<file path="src/rtl/tru_pkg.sv">
package tru_pkg;
  typedef enum logic {
    TRU_IDLE  = 1'b0,
    TRU_WRITE = 1'b1
  } tru_state_e;
endpackage

</file>
<file path="src/rtl/tru_row_sel.sv">
module tru_row_sel #(
  parameter int NUM_ROWS = 8,
  parameter int ADDR_W   = $clog2(NUM_ROWS)
) (
  input  logic                stb_i,
  input  logic [ADDR_W-1:0]   addr_i,
  input  logic [NUM_ROWS-1:0] elig_i,
  output logic [NUM_ROWS-1:0] sel_o
);
  for (genvar r = 0; r < NUM_ROWS; r++) begin : g_row
    assign sel_o[r] = stb_i & elig_i[r] & (addr_i == ADDR_W'(r));
  end
endmodule

</file>
<file path="src/rtl/tru_col_drv.sv">
module tru_col_drv #(
  parameter int NUM_COLS = 8
) (
  input  logic                active_i,
  input  logic                neg_i,
  input  logic [NUM_COLS-1:0] trace_i,
  output logic [NUM_COLS-1:0] set_o,
  output logic [NUM_COLS-1:0] rst_o
);
  for (genvar c = 0; c < NUM_COLS; c++) begin : g_col
    assign set_o[c] = active_i & ~neg_i & trace_i[c];
    assign rst_o[c] = active_i &  neg_i & trace_i[c];
  end
endmodule

</file>
<file path="src/rtl/tru_pulse_tmr.sv">
module tru_pulse_tmr
  import tru_pkg::*;
#(
  parameter int CNT_W = 8
) (
  input  logic             clk_i,
  input  logic             rst_ni,
  input  logic             start_i,
  input  logic             skip_i,
  input  logic [CNT_W-1:0] len_i,
  output logic             busy_o,
  output logic             done_o
);
  localparam logic [CNT_W-1:0] ONE = CNT_W'(1);

  tru_state_e state_q;
  logic [CNT_W-1:0] cnt_q;
  logic done_q;

  always_ff @(posedge clk_i or negedge rst_ni) begin
    if (!rst_ni) begin
      state_q <= TRU_IDLE;
      cnt_q   <= '0;
      done_q  <= 1'b0;
    end else begin
      done_q <= 1'b0;
      unique case (state_q)
        TRU_IDLE: begin
          if (start_i) begin
            cnt_q   <= (len_i == '0) ? ONE : len_i;
            state_q <= TRU_WRITE;
          end else if (skip_i) begin
            done_q <= 1'b1;
          end
        end
        TRU_WRITE: begin
          if (cnt_q == ONE) begin
            state_q <= TRU_IDLE;
            done_q  <= 1'b1;
          end else begin
            cnt_q <= cnt_q - ONE;
          end
        end
        default: state_q <= TRU_IDLE;
      endcase
    end
  end

  assign busy_o = (state_q == TRU_WRITE);
  assign done_o = done_q;


  last_cycle_chk: assert property (@(posedge clk_i) disable iff (!rst_ni)
    (busy_o && cnt_q == ONE) |=> (!busy_o && done_o));


  cnt_live_chk: assert property (@(posedge clk_i) disable iff (!rst_ni)
    busy_o |-> (cnt_q != '0));
endmodule

</file>
<file path="src/rtl/tru_ctrl.sv">
module tru_ctrl #(
  parameter int NUM_ROWS = 8,
  parameter int NUM_COLS = 8,
  parameter int CNT_W    = 8,
  localparam int ADDR_W  = $clog2(NUM_ROWS)
) (
  input  logic                clk_i,
  input  logic                rst_ni,
  input  logic                upd_stb_i,
  input  logic [ADDR_W-1:0]   upd_addr_i,
  input  logic                upd_neg_i,
  input  logic [NUM_ROWS-1:0] elig_i,
  input  logic [NUM_COLS-1:0] trace_i,
  input  logic [CNT_W-1:0]    pulse_len_i,
  input  logic                inf_vld_i,
  output logic                inf_ack_o,
  output logic [NUM_ROWS-1:0] row_lrn_o,
  output logic                lrn_mode_o,
  output logic [NUM_ROWS-1:0] wl_en_o,
  output logic [NUM_COLS-1:0] col_set_o,
  output logic [NUM_COLS-1:0] col_rst_o,
  output logic                ack_o
);
  logic [NUM_ROWS-1:0] sel;
  logic [NUM_ROWS-1:0] row_q;
  logic [NUM_COLS-1:0] trace_q;
  logic neg_q, busy, start, skip;

  tru_row_sel #(.NUM_ROWS(NUM_ROWS), .ADDR_W(ADDR_W)) row_sel_i (
    .stb_i (upd_stb_i),
    .addr_i(upd_addr_i),
    .elig_i(elig_i),
    .sel_o (sel)
  );

  assign start = ~busy & (|sel);
  assign skip  = ~busy & upd_stb_i & ~(|sel);

  tru_pulse_tmr #(.CNT_W(CNT_W)) tmr_i (
    .clk_i  (clk_i),
    .rst_ni (rst_ni),
    .start_i(start),
    .skip_i (skip),
    .len_i  (pulse_len_i),
    .busy_o (busy),
    .done_o (ack_o)
  );

  // trace bits are captured only when an update is accepted
  always_ff @(posedge clk_i or negedge rst_ni) begin
    if (!rst_ni) begin
      row_q   <= '0;
      trace_q <= '0;
      neg_q   <= 1'b0;
    end else if (start) begin
      row_q   <= sel;
      trace_q <= trace_i;
      neg_q   <= upd_neg_i;
    end
  end

  assign row_lrn_o  = busy ? row_q : '0;
  assign lrn_mode_o = |row_lrn_o;
  assign wl_en_o    = lrn_mode_o ? row_lrn_o : '1;
  assign inf_ack_o  = inf_vld_i & ~lrn_mode_o;

  tru_col_drv #(.NUM_COLS(NUM_COLS)) col_drv_i (
    .active_i(lrn_mode_o),
    .neg_i   (neg_q),
    .trace_i (trace_q),
    .set_o   (col_set_o),
    .rst_o   (col_rst_o)
  );


  one_row_chk: assert property (@(posedge clk_i) disable iff (!rst_ni)
    $onehot0(row_lrn_o));


  single_sign_chk: assert property (@(posedge clk_i) disable iff (!rst_ni)
    !((|col_set_o) && (|col_rst_o)));


  hold_cols_chk: assert property (@(posedge clk_i) disable iff (!rst_ni)
    (lrn_mode_o && $past(lrn_mode_o)) |-> ($stable(col_set_o) && $stable(col_rst_o)));


  wl_iso_chk: assert property (@(posedge clk_i) disable iff (!rst_ni)
    lrn_mode_o |-> (wl_en_o == row_lrn_o));


  inf_drop_chk: assert property (@(posedge clk_i) disable iff (!rst_ni)
    inf_ack_o |-> !lrn_mode_o);


  end_ack_chk: assert property (@(posedge clk_i) disable iff (!rst_ni)
    $fell(lrn_mode_o) |-> (ack_o && col_set_o == '0 && col_rst_o == '0));


  ack_idle_chk: assert property (@(posedge clk_i) disable iff (!rst_ni)
    ack_o |-> !lrn_mode_o);
endmodule

</file>
<file path="config.mk">
export PLATFORM = sky130hd
export DESIGN_NAME = tru_ctrl
export DESIGN_NICKNAME = d
export VERILOG_FILES = /design/src/rtl/tru_pkg.sv /design/src/rtl/tru_row_sel.sv /design/src/rtl/tru_col_drv.sv /design/src/rtl/tru_pulse_tmr.sv /design/src/rtl/tru_ctrl.sv
export SDC_FILE = /design/constraint.sdc
export NUM_CORES = 1
export LEC_CHECK = 0
export ABC_AREA = 1
export BUFFER_PORTS_ARGS = -buffer_cell sky130_fd_sc_hd__clkbuf_2
export CORE_UTILIZATION = 50
export CTS_CLUSTER_DIAMETER = 80
export CTS_CLUSTER_SIZE = 24
export DETAILED_ROUTE_END_ITERATION = 10
export PLACE_DENSITY_LB_ADDON = 0.1
export REMOVE_ABC_BUFFERS = 1
export SLEW_MARGIN = 30
export SYNTH_ARGS = -nofsm -noshare
export SYNTH_HDL_FRONTEND = slang
export SYNTH_SLANG_ARGS = --single-unit
</file>
<file path="constraint.sdc">
create_clock -name clk_i -period 2.6 [get_ports clk_i]
set_input_delay 0.52 -clock clk_i [delete_from_list [all_inputs] [get_ports clk_i]]
set_output_delay 0.52 -clock clk_i [all_outputs]
set_load 0.02 [all_outputs]
</file>
Word-level counts from Yosys, hierarchy flattened
Cells that the tools add are included.
{"block": "word_totals", "inputBits": 32, "elab_cells": 77, "output_inout_bits": 35, "reg_bits": 27}
{"block": "op_classes", "bitwise": 42, "mux": 13, "n_addsub": 1, "n_eq_ne": 10, "n_reduce_logical": 5}
{"operator": "$mux W8", "count": 5}
{"operator": "$and A1 B1 Y1", "count": 38}
{"operator": "$pmux W8 S2", "count": 1}
{"operator": "$reduce_or A8 Y1", "count": 2}
{"operator": "$eq A3 B3 Y1 const B", "count": 4}
{"operator": "$eq A8 B1 Y1 const B", "count": 1}
{"operator": "$logic_not A8 Y1", "count": 1}
{"operator": "$sub A8 B1 Y8 const B", "count": 1}
{"operator": "$eq A3 B2 Y1 const B", "count": 2}
{"operator": "$mux W1", "count": 5}
{"operator": "$ne A2 B2 Y1 const B", "count": 2}
{"operator": "$not A1 Y1", "count": 4}
{"operator": "$pmux W1 S2", "count": 2}
{"operator": "$eq A3 B1 Y1 const B", "count": 1}
{"operator": "$logic_not A3 Y1", "count": 1}
{"operator": "$reduce_and A2 Y1", "count": 1}

Depth between registers and ports, before layout
{"block": "depth", "word_depth": 8, "depth_mapped": 10, "depth_no_buf": 10}

Hierarchy
A second synthesis with hierarchy kept.
{"block": "hier_totals", "cells_unflattened": 267, "hier_area_um2": 1762.9}
{"mod": "tru_ctrl", "seq_area_each_um2": 425.4, "area_each_um2": 864.6, "cells_per_inst": 117, "n_inst": 1}
{"mod": "tru_pulse_tmr", "seq_area_each_um2": 250.2, "area_each_um2": 704.4, "cells_per_inst": 101, "n_inst": 1}
{"mod": "tru_col_drv", "seq_area_each_um2": 0.0, "area_each_um2": 101.3, "cells_per_inst": 27, "n_inst": 1}
{"mod": "tru_row_sel", "seq_area_each_um2": 0.0, "area_each_um2": 92.6, "cells_per_inst": 22, "n_inst": 1}

Worst setup path after synthesis
OpenSTA, ideal clock, no wires.
{"block": "synth_timing", "path_type": "register -> output", "from": "reg tmr_i.state_q, in the netlist tmr_i.busy_o", "to": "out inf_ack_o", "arrival_time_ns": 1.564, "path_buffers": 2, "required_ns": 2.080, "path_slack_ns": 0.516, "path_stages_with_launch": 8, "cell_sequence": "dfrtp_1 -> buf_6 -> nand2_1 -> inv_1 -> nor4_1 -> nand2_1 -> buf_2 -> nor2_1"}
{"block": "synth_via", "elab_chain_cells": 4}
{"element": "start, declared", "line": "tru_pulse_tmr.sv:16", "text": "tru_state_e state_q;"}
{"element": "start signal, assigned", "line": "tru_pulse_tmr.sv:22", "text": "state_q <= TRU_IDLE;"}
{"element": "start signal, assigned", "line": "tru_pulse_tmr.sv:31", "text": "state_q <= TRU_WRITE;"}
{"element": "start signal, assigned", "line": "tru_pulse_tmr.sv:38", "text": "state_q <= TRU_IDLE;"}
{"element": "$mux W8", "line": "tru_ctrl.sv:62", "text": "assign row_lrn_o = busy ? row_q : '0;"}
{"element": "named net row_lrn_o[3]", "line": "tru_ctrl.sv:17", "text": "output logic [NUM_ROWS-1:0] row_lrn_o,"}
{"element": "$reduce_or A8 Y1", "line": "tru_ctrl.sv:63", "text": "assign lrn_mode_o = |row_lrn_o;"}
{"element": "named net lrn_mode_o", "line": "tru_ctrl.sv:18", "text": "output logic lrn_mode_o,"}
{"element": "$not A1 Y1", "line": "tru_ctrl.sv:65", "text": "assign inf_ack_o = inf_vld_i & ~lrn_mode_o;"}
{"element": "$and A1 B1 Y1", "line": "tru_ctrl.sv:65"}
{"element": "end, declared", "line": "tru_ctrl.sv:16", "text": "output logic inf_ack_o,"}
The timed path passes the listed nets, and every way through them passes these cells.

Worst setup path after layout
{"block": "layout_timing", "from": "reg tmr_i.state_q, in the netlist tmr_i.busy_o", "to": "out col_set_o[2]"}
{"block": "layout_via", "elab_chain_cells": 4}
{"element": "$mux W8", "line": "tru_ctrl.sv:62"}
{"element": "$reduce_or A8 Y1", "line": "tru_ctrl.sv:63"}
{"element": "$and A1 B1 Y1 (2 in series)", "line": "tru_col_drv.sv:11", "text": "assign set_o[c] = active_i & ~neg_i & trace_i[c];"}
{"element": "end, declared", "line": "tru_ctrl.sv:20", "text": "output logic [NUM_COLS-1:0] col_set_o,"}
No other way between the ends.

==> results.json <==
{
  "dp_hpwl_um": 2970,
  "die_area_sq_um": 3800,
  "timing.final.crit_share_pct": 92.9,
  "finalClockSkew_ps": 7.54,
  "rsz0062_at_grt": "yes",
  "ant_nets": 0,
  "maxCapViolations": 0,
  "cts_tree": "done",
  "rows": 21,
  "setup_tns_ps": 0,
  "dp.cells": 359,
  "yosys_warnings": 0,
  "io_buffers": 66,
  "setup_viol": 0,
  "path_clk_slew_ps": 140,
  "layout_common_cells": "80 x nand2_1, 66 x clkbuf_2, 36 x inv_1",
  "drv_slew": 0,
  "required_ps": 2080,
  "via_count": 1706,
  "vias_per_cell": 4.70,
  "critical_path_class": "reg -> out",
  "crit_path_max_fanout": 10,
  "drive_gt1_share_pct": 32.5,
  "place.gp.congestion": 0.857,
  "cts_buffers": 3,
  "overflow": 0,
  "fmax_mhz": 414,
  "post_cts_buffers": 0,
  "core_sq_um": 3360,
  "ctsHoldBuffers": 0,
  "wl_um": 3810,
  "pin_count": 67,
  "clock_latency_ps": 310,
  "start_util_pct": 52.9,
  "fill_cells": 354,
  "cp-end-kind": "primary output",
  "antenna_found_initial": 0,
  "worst_slew_pin_slew_ps": 656,
  "final_common_cell": "nand2_1",
  "outcome": "complete, no violations",
  "crit_path_start_kind": "flop",
  "syn_area_per_cell_sq_um": 7.07,
  "cts_root_buffer": "clkbuf_4",
  "place_ws_ps": 481,
  "power_density_nw_per_um2": 471,
  "first_iter_violations": 61,
  "ys_seq_area_share_pct": 37.9,
  "hold_violations": 0,
  "synth_cell_types": 24,
  "hp-class": "in -> async",
  "grt_first_pass_wirelength_um": 6070,
  "clockBufferDepth": 2,
  "drc": 0,
  "worstPathArrival_ps": 1890,
  "ys_seq_elements": 27,
  "irDropWorstVdd_uv": 312,
  "instances_no_fill": 363,
  "setup_slack_ps": 185,
  "fin_crit_ps": 2410,
  "die_w_um": 61.7,
  "netlist_area_sq_um": 1780,
  "ctsResizeCount": 0,
  "numClockSinks": 27,
  "dr.pass1.iters": 5,
  "dieHeight_um": 61.7,
  "globalRouteTotalUtil_pct": 21.7,
  "grt_max_degree": 35,
  "area_delta_synth_final_pct": 20.7,
  "synthCells": 252,
  "p_leak_nw": 1.23,
  "htreeDepth": 1,
  "n_antenna_cell": 0,
  "nets": 352,
  "rrSetupSlack_ps": 1000,
  "wire_per_inst_um": 10.5,
  "grt_pass1_vias": 1431,
  "slew-limit-headroom_pct": 56.3
}
-- layout make-up --
class	instances	area, sq um	share of cell area [%]
clock buffer	4	26.3	1.22
inverter	39	146	6.81
multi-input combinational	179	897	41.7
sequential	27	677	31.5
tap	46	57.6	2.68
timing repair buffer	68	345	16.1
-- per-stage QoR --
stage	power [mW]	area [sq um]	util, %	hold slack, ps
2_1_floorplan	0.750	1720	-	224
5_1_grt	1.10	2150	63.9	239
3_3_place_gp	0.831	2120	63.1	455
6_report	1.01	2150	63.9	202
3_5_place_dp	0.844	2120	63.1	458
4_1_cts	1.02	2150	63.9	222
-- where the power goes --
| part | total (mW) | internal (mW) | switching, mW |
|---|---|---|---|
| combinational | 0.296 | 0.121 | 0.175 |
| sequential | 0.542 | 0.475 | 0.0669 |
| clock | 0.174 | 0.0599 | 0.114 |
-- flip-flops by register name, summed over array words and instances (netlist names) --
register	cells
tmr_i.busy_o	1
row_q	8
neg_q	1
trace_q	8
tmr_i.done_o	1
tmr_i.cnt_q	8
-- worst max-delay path, stage by stage, from the launching register on --
cell and delay, ps:
dfrtp_2 490, nand2_1 100, inv_1 60, nor4_1 310, nand2_1 150, nand2_1 240
nor2_1 70, clkbuf_2 160
-- synth_stat cells --
cell type  count  area share [%]
nand2_1       80              17
inv_1         36             7.6
nor2_1        32             6.7
dfrtp_1       27              38
nand3_1       21             5.9
o21ai_2        8             3.9
nand3_2        7             3.9
o21ai_0        7             2.0
nand2_2        5             1.8
nor2_2         4             1.4
buf_6          3             1.9
inv_2          3            0.63
nand2_4        3             1.9
xor2_1         3             1.5
clkbuf_1       2            0.42
ha_1           2             1.4
nor4_1         2            0.70
a21oi_1        1            0.28
buf_2          1            0.28
buf_8          1            0.84
nand2_8        1             1.1
nand4_1        1            0.35
nor3_1         1            0.28
or2_1          1            0.35
-- worst paths after layout --
| kind | start | to | cells past startpoint |
|---|---|---|---|
| setup / recovery | tmr_i.busy_o$_DFF_PN0_ | col_set_o[2] | 7 |
| max in group asynchronous | rst_ni | tmr_i.busy_o$_DFF_PN0_ | 1 |
| hold reg to reg | trace_q[5]$_DFFE_PN0P_ | trace_q[5]$_DFFE_PN0P_ | 2 |
| hold / removal | rst_ni | trace_q[4]$_DFFE_PN0P_ | 1 |
| setup reg to reg | tmr_i.busy_o$_DFF_PN0_ | tmr_i.cnt_q[6]$_DFFE_PN0P_ | 6 |
| min in group clk_i | trace_i[3] | trace_q[3]$_DFFE_PN0P_ | 3 |
-- cells by family (layout without fill, tap and decap cells) --
| family | count (synthesis) | in the layout | synth area share [%] |
|---|---|---|---|
| buffers and inverters | 46 | 111 | 11.7 |
| AOI/OAI and AO/OA | 16 | 16 | 6.18 |
| and+or+nand+nor | 158 | 158 | 41.3 |
| DFF | 27 | 27 | 37.9 |
| adders and majority gates | 2 | 2 | 1.41 |
| xor gates and xnor gates | 3 | 3 | 1.48 |
-- layer usage --
layer  vias to the layer above  GRT usage (%)  wire (um)
met5                         -              0          0
li1                        900              -          -
met4                         0           4.76         19
met1                       762           28.9       1740
met3                         2           3.78        196
met2                        42           36.9       1860
(Power assumes the default switching activity.)
